===== src/rtl/dbank_pkg.sv =====
package dbank_pkg;

    typedef enum logic [1:0] {
        SLOT_IDLE  = 2'd0,
        SLOT_PAUSE = 2'd1,
        SLOT_READ  = 2'd2,
        SLOT_WRITE = 2'd3
    } slot_e;

    typedef struct packed {
        logic vld;
        logic bank;
    } tag_t;

    function automatic logic needs_warmup(input logic valid, input logic write,
                                          input logic bank, input logic last_bank);
        return valid && !write && (bank != last_bank);
    endfunction

endpackage


===== src/rtl/dbank_arb.sv =====
module dbank_arb
    import dbank_pkg::*;
(
    input  logic  clk,
    input  logic  rst,
    input  logic  req_valid,
    input  logic  req_write,
    input  logic  req_bank,
    output logic  req_ready,
    output slot_e slot,
    output logic  slot_bank
);

    logic last_bank;
    logic pause;

    always_comb begin
        pause     = needs_warmup(req_valid, req_write, req_bank, last_bank);
        req_ready = !pause;
        slot_bank = req_valid ? req_bank : last_bank;
        if (!req_valid)     slot = SLOT_IDLE;
        else if (pause)     slot = SLOT_PAUSE;
        else if (req_write) slot = SLOT_WRITE;
        else                slot = SLOT_READ;
    end

    // Both a warm-up and an issued command move the bank select to the new bank.
    always_ff @(posedge clk) begin
        if (rst)            last_bank <= 1'b0;
        else if (req_valid) last_bank <= req_bank;
    end

endmodule


===== src/rtl/dbank_issue.sv =====
module dbank_issue
    import dbank_pkg::*;
#(
    parameter int AW = 8,
    parameter int DW = 8
) (
    input  logic          clk,
    input  logic          rst,
    input  slot_e         slot,
    input  logic          slot_bank,
    input  logic [AW-1:0] addr,
    input  logic [2*DW-1:0] wdata,
    output logic [AW-1:0] mem_addr,
    output logic          mem_adv_n,
    output logic          mem_e1_n,
    output logic          mem_we_n,
    output logic          mem_bank_sel,
    output logic [2*DW-1:0] mem_wdata
);

    always_ff @(posedge clk) begin
        if (rst) begin
            mem_addr     <= '0;
            mem_adv_n    <= 1'b1;
            mem_e1_n     <= 1'b1;
            mem_we_n     <= 1'b1;
            mem_bank_sel <= 1'b0;
            mem_wdata    <= '0;
        end else begin
            case (slot)
                SLOT_IDLE: begin
                    mem_adv_n <= 1'b1;
                    mem_e1_n  <= 1'b1;
                    mem_we_n  <= 1'b1;
                end
                SLOT_PAUSE: begin
                    mem_adv_n    <= 1'b1;
                    mem_e1_n     <= 1'b1;
                    mem_we_n     <= 1'b1;
                    mem_bank_sel <= slot_bank;
                end
                SLOT_READ: begin
                    mem_adv_n    <= 1'b0;
                    mem_e1_n     <= 1'b0;
                    mem_we_n     <= 1'b1;
                    mem_bank_sel <= slot_bank;
                    mem_addr     <= addr;
                end
                default: begin
                    mem_adv_n    <= 1'b0;
                    mem_e1_n     <= 1'b0;
                    mem_we_n     <= 1'b0;
                    mem_bank_sel <= slot_bank;
                    mem_addr     <= addr;
                    mem_wdata    <= wdata;
                end
            endcase
        end
    end

    // an idle slot leaves the bank select where it was
    p_sel_hold_idle_r7: assert property (@(posedge clk) disable iff (rst)
        (slot == SLOT_IDLE) |=> $stable(mem_bank_sel));

endmodule


===== src/rtl/dbank_tagpipe.sv =====
module dbank_tagpipe
    import dbank_pkg::*;
#(
    parameter int RD_LAT = 3
) (
    input  logic clk,
    input  logic rst,
    input  logic push,
    input  logic push_bank,
    output logic tag_valid,
    output logic tag_bank
);

    tag_t stg [RD_LAT+1];

    always_ff @(posedge clk) begin
        if (rst) stg[0] <= '0;
        else     stg[0] <= '{vld: push, bank: push_bank};
    end

    for (genvar g = 1; g <= RD_LAT; g++) begin : g_stage
        always_ff @(posedge clk) begin
            if (rst) stg[g] <= '0;
            else     stg[g] <= stg[g-1];
        end
    end

    assign tag_valid = stg[RD_LAT].vld;
    assign tag_bank  = stg[RD_LAT].bank;

endmodule


===== src/rtl/dbank_rd_seq.sv =====
module dbank_rd_seq
    import dbank_pkg::*;
#(
    parameter int AW     = 8,
    parameter int DW     = 8,
    parameter int RD_LAT = 3
) (
    input  logic            clk,
    input  logic            rst,
    input  logic            req_valid,
    output logic            req_ready,
    input  logic            req_write,
    input  logic            req_bank,
    input  logic [AW-1:0]   req_addr,
    input  logic [2*DW-1:0] req_wdata,
    output logic [AW-1:0]   mem_addr,
    output logic            mem_adv_n,
    output logic            mem_e1_n,
    output logic            mem_we_n,
    output logic            mem_bank_sel,
    output logic [2*DW-1:0] mem_wdata,
    output logic            rd_tag_valid,
    output logic            rd_tag_bank
);

    slot_e slot;
    logic  slot_bank;

    dbank_arb u_arb (
        .clk       (clk),
        .rst       (rst),
        .req_valid (req_valid),
        .req_write (req_write),
        .req_bank  (req_bank),
        .req_ready (req_ready),
        .slot      (slot),
        .slot_bank (slot_bank)
    );

    dbank_issue #(.AW(AW), .DW(DW)) u_issue (
        .clk          (clk),
        .rst          (rst),
        .slot         (slot),
        .slot_bank    (slot_bank),
        .addr         (req_addr),
        .wdata        (req_wdata),
        .mem_addr     (mem_addr),
        .mem_adv_n    (mem_adv_n),
        .mem_e1_n     (mem_e1_n),
        .mem_we_n     (mem_we_n),
        .mem_bank_sel (mem_bank_sel),
        .mem_wdata    (mem_wdata)
    );

    dbank_tagpipe #(.RD_LAT(RD_LAT)) u_tags (
        .clk       (clk),
        .rst       (rst),
        .push      (slot == SLOT_READ),
        .push_bank (slot_bank),
        .tag_valid (rd_tag_valid),
        .tag_bank  (rd_tag_bank)
    );

    // Pin-level history used by the checks below.
    logic last_cmd_bank_q, prev_e1n_q, prev_sel_q;
    always_ff @(posedge clk) begin
        if (rst) begin
            last_cmd_bank_q <= 1'b0;
            prev_e1n_q      <= 1'b1;
            prev_sel_q      <= 1'b0;
        end else begin
            if (!mem_e1_n) last_cmd_bank_q <= mem_bank_sel;
            prev_e1n_q <= mem_e1_n;
            prev_sel_q <= mem_bank_sel;
        end
    end

    // an accepted request loads a command onto the pins
    p_accept_loads_r2: assert property (@(posedge clk) disable iff (rst)
        (req_valid && req_ready) |=> (!mem_adv_n && !mem_e1_n));

    // a stalled request yields a deselected cycle pointed at its bank
    p_stall_warms_r3: assert property (@(posedge clk) disable iff (rst)
        (req_valid && !req_ready) |=> (mem_e1_n && mem_bank_sel == $past(req_bank)));

    // a read on a new bank is preceded by a deselected cycle on that bank
    p_switch_preceded_r3: assert property (@(posedge clk) disable iff (rst)
        (!mem_e1_n && mem_we_n && mem_bank_sel != last_cmd_bank_q)
        |-> (prev_e1n_q && prev_sel_q == mem_bank_sel));

endmodule


===== config.mk =====
export PLATFORM = sky130hd
export DESIGN_NAME = dbank_rd_seq
export DESIGN_NICKNAME = d
export VERILOG_FILES = /design/src/rtl/dbank_pkg.sv /design/src/rtl/dbank_arb.sv /design/src/rtl/dbank_issue.sv /design/src/rtl/dbank_tagpipe.sv /design/src/rtl/dbank_rd_seq.sv
export SDC_FILE = /design/constraint.sdc
export NUM_CORES = 1
export LEC_CHECK = 0
export CAP_MARGIN = 10
export CORE_ASPECT_RATIO = 1.1
export CORE_MARGIN = 2
export CORE_UTILIZATION = 58
export CTS_BUF_LIST = sky130_fd_sc_hd__clkbuf_4
export CTS_CLUSTER_SIZE = 24
export DETAILED_ROUTE_END_ITERATION = 7
export DONT_BUFFER_PORTS = 1
export GPL_ROUTABILITY_DRIVEN = 0
export GPL_TIMING_DRIVEN = 0
export PLACE_DENSITY = 0.79
export SLEW_MARGIN = 5
export SYNTH_ARGS = -nofsm -noshare
export SYNTH_HDL_FRONTEND = slang
export SYNTH_SLANG_ARGS = --single-unit

===== constraint.sdc =====
create_clock -name clk -period 1.3 [get_ports clk]
set_clock_uncertainty 0.2 [all_clocks]
set_input_delay 0.195 -clock clk [delete_from_list [all_inputs] [get_ports clk]]
set_output_delay 0.195 -clock clk [all_outputs]
set_load 0.01 [all_outputs]

==> results.ini <==
[run_status]
outcome=complete, but fails checks
violations=negative setup slack

[grt]
track_usage_pct=29.1
grt_overflow=0
grt_pass1_wl_um=5880
antenna_found_initial=0
grt_max_degree=11
grt_pass1_vias=1295

[synthesis]
synth-seq-area-share_pct=50.9
synth_nets=187
syn-cell-area_sq_um=1380
syn_avg_cell_area_sq_um=8.71
synth_seq_cells=35
yosysTopAreaCellShare_pct=50.9
yosysTopAreaCell=dfxtp_1
synth_cell_types=21
syn_inst=158
synth_area_leaders=dfxtp_1 51%, nand2_1 9.5%, a21oi_1 6.5%
yosys_warnings=0

[layout]
antennaDiodeCount=0
final_area_sq_um=1850
nets=226
fin_cells=228
post-route-util_pct=82.3
drive_above_1_share_pct=15.7
fillCellCount=146
final_common_cell=nand2_1
area_growth_syn_to_layout_pct=34.6
final_cell_mix=34 x nand2_1, 33 x dfxtp_1, 28 x dlygate4sd3_1, 18 x a21oi_1

[die]
die_y_um=55.1
coreArea_sq_um=2250
floorplan.rows=18
die_x_um=50.4
fp.dieArea_sq_um=2780
pin_count=60
start_util_pct=61.1

[cts]
insertion_delay_ns=0.34
cts.sinks=35
cts_tree=built
cts_buffer_depth=2
htree_levels=2
numCtsBuffers=5
root_buffer=clkbuf_4
clk_pin_slew_ns=0.10

[run]
cap_violations=0

[pwr]
swShare_pct=26.8
switchingPower_uw=567
power_density_nw_per_um2=1140
leakage_nw=0.709
intPower_mw=1.55
vdd_ir_drop_max_uv=990
power_frac_clock_pct=28.3
seqPwrFrac_pct=56.5
p_comb_share_pct=15.1

[route]
drt_iter0_drc=30
vias_per_cell=5.82
wl_per_cell_um=16.9
firstDrtPassIters=4
via_count=1327
wirelength_um=3850
drc=0
detail-route-antenna-nets=0

[place]
placed_area_sq_um=1420
dpl.hpwl_um=2240
dp.cells=188
portBuffers=0

[sta]
slew_headroom_pct=66.2
slew_viol_final=0
rsz0062_at_grt=true
timing.fmax_mhz=615
setup-violations-final=11
period_minus_slack_ns=1.63
layout_setup_ws_ns=-0.326
finalHoldViolCount=0
whs_ns=0.0825
worstMarginPinSlew_ns=0.507
setup_tns_ns=-2.66
final.period_utilization_pct=125

[critical_path]
cp-start-kind=flip-flop
critPathLaunch=u_tags.stg[0][0]
r2r_slack_ns=-0.29
r2r_start=u_tags.stg[0][0]
path_class=flip-flop to output pin
crit_slowest_cell=or3b_4
crit_arrival_ns=1.23
end_kind=output pin
reg2reg_depth=5
path_cells=xnor2_4 > or3b_4
worst_r2r_endpoint=u_issue.mem_addr[4]
cp.required_ns=0.90
slowest_delay_ns=0.39
cp_max_fo=3

[worst_hold_path]
hold_class=input pin to flip-flop
hold_depth=3
hold_path_end=u_tags.stg[0][1]
min_from=rst

-- metrics by stage --
stage               total power, mW  setup slack, ns
finish                         2.12           -0.326
global route                   2.20           -0.363
CTS                            2.10           -0.355
detailed placement             1.41           -0.159
global placement               1.40          -0.0892
floorplan                      1.36           0.0106
-- per-layer routing --
layer	global-route usage, %	up-vias	part of all wire (%)
met1	30.5	630	38
li1	-	630	-
met5	0	-	0
met4	12.6	0	2.0
met3	9.68	12	6.3
met2	54.4	55	54
-- sequential cells by signal, indices dropped and copies added, names as in the netlist --
name / flops
u_tags.stg: 8
u_issue.mem_bank_sel: 1
u_issue.mem_e1_n: 1
u_issue.mem_addr: 8
u_issue.mem_wdata: 16
u_issue.mem_we_n: 1
-- power by group through the flow --
stage	Sequential, mW	Clock, mW	Combinational (mW)
floorplan	1.21	0	0.151
global placement	1.22	0	0.178
detailed placement	1.22	0	0.189
CTS	1.20	0.611	0.295
global route	1.20	0.649	0.343
finish	1.20	0.600	0.320
-- worst max path at each step --
stage | to | cells past startpoint
after floorplan | req_ready | 2
after global placement | u_issue.mem_addr[0] | 4
after detailed placement | u_issue.mem_addr[2] | 4
after CTS | req_ready | 2
after global routing | req_ready | 2
final | req_ready | 2
-- final cells by class --
cell class / count / area, sq um / share of cell area [%]
buffer: 15 / 81.3 / 4.39
clock buffer: 7 / 52.6 / 2.84
clock inverter: 1 / 5.00 / 0.270
timing repair buffer: 32 / 322 / 17.4
multi-input combinational: 107 / 646 / 34.8
inverter: 1 / 3.75 / 0.203
tap: 30 / 37.5 / 2.03
sequential: 35 / 706 / 38.1
-- logic make-up (layout without fill, tap and decap cells) --
group	after synthesis	count (layout)	synth area share [%]
AND/OR/NAND/NOR	79	79	32.3
flip-flops	35	35	50.9
AO/OA/AOI/OAI	27	27	10.7
buffers and inverters	16	56	5.45
XOR/XNOR	1	1	0.636
-- synthesized netlist by cell type --
master,n
nand2_1,35
a31oi_1,8
buf_1,2
and2_1,1
nand2b_1,1
o211ai_1,1
or2b_1,1
inv_2,1
or3b_1,1
xnor2_1,1
nor2b_1,7
and4b_1,1
nor3b_1,8
nand4_1,8
nand3_1,8
buf_4,2
buf_2,6
or4b_1,8
dfxtp_1,35
clkbuf_1,5
a21oi_1,18
-- what timing repair did --
action                     in CTS  in global routing
pin swaps                       2                  1
hold endpoints to repair       26                  6
gates cloned                    2                  0
setup endpoints to repair      11                 22
setup buffers                   2                  0
resized for setup               9                 10
hold buffers                   27                  1
-- critical path: cells and delay by family, from the launching register on --
family | cells | cell delay, ns
AND/OR/NAND/NOR | 1 | 0.39
flip-flops | 1 | 0.38
XOR/XNOR | 1 | 0.13
No activity file was read; power rests on OpenSTA's default activity.
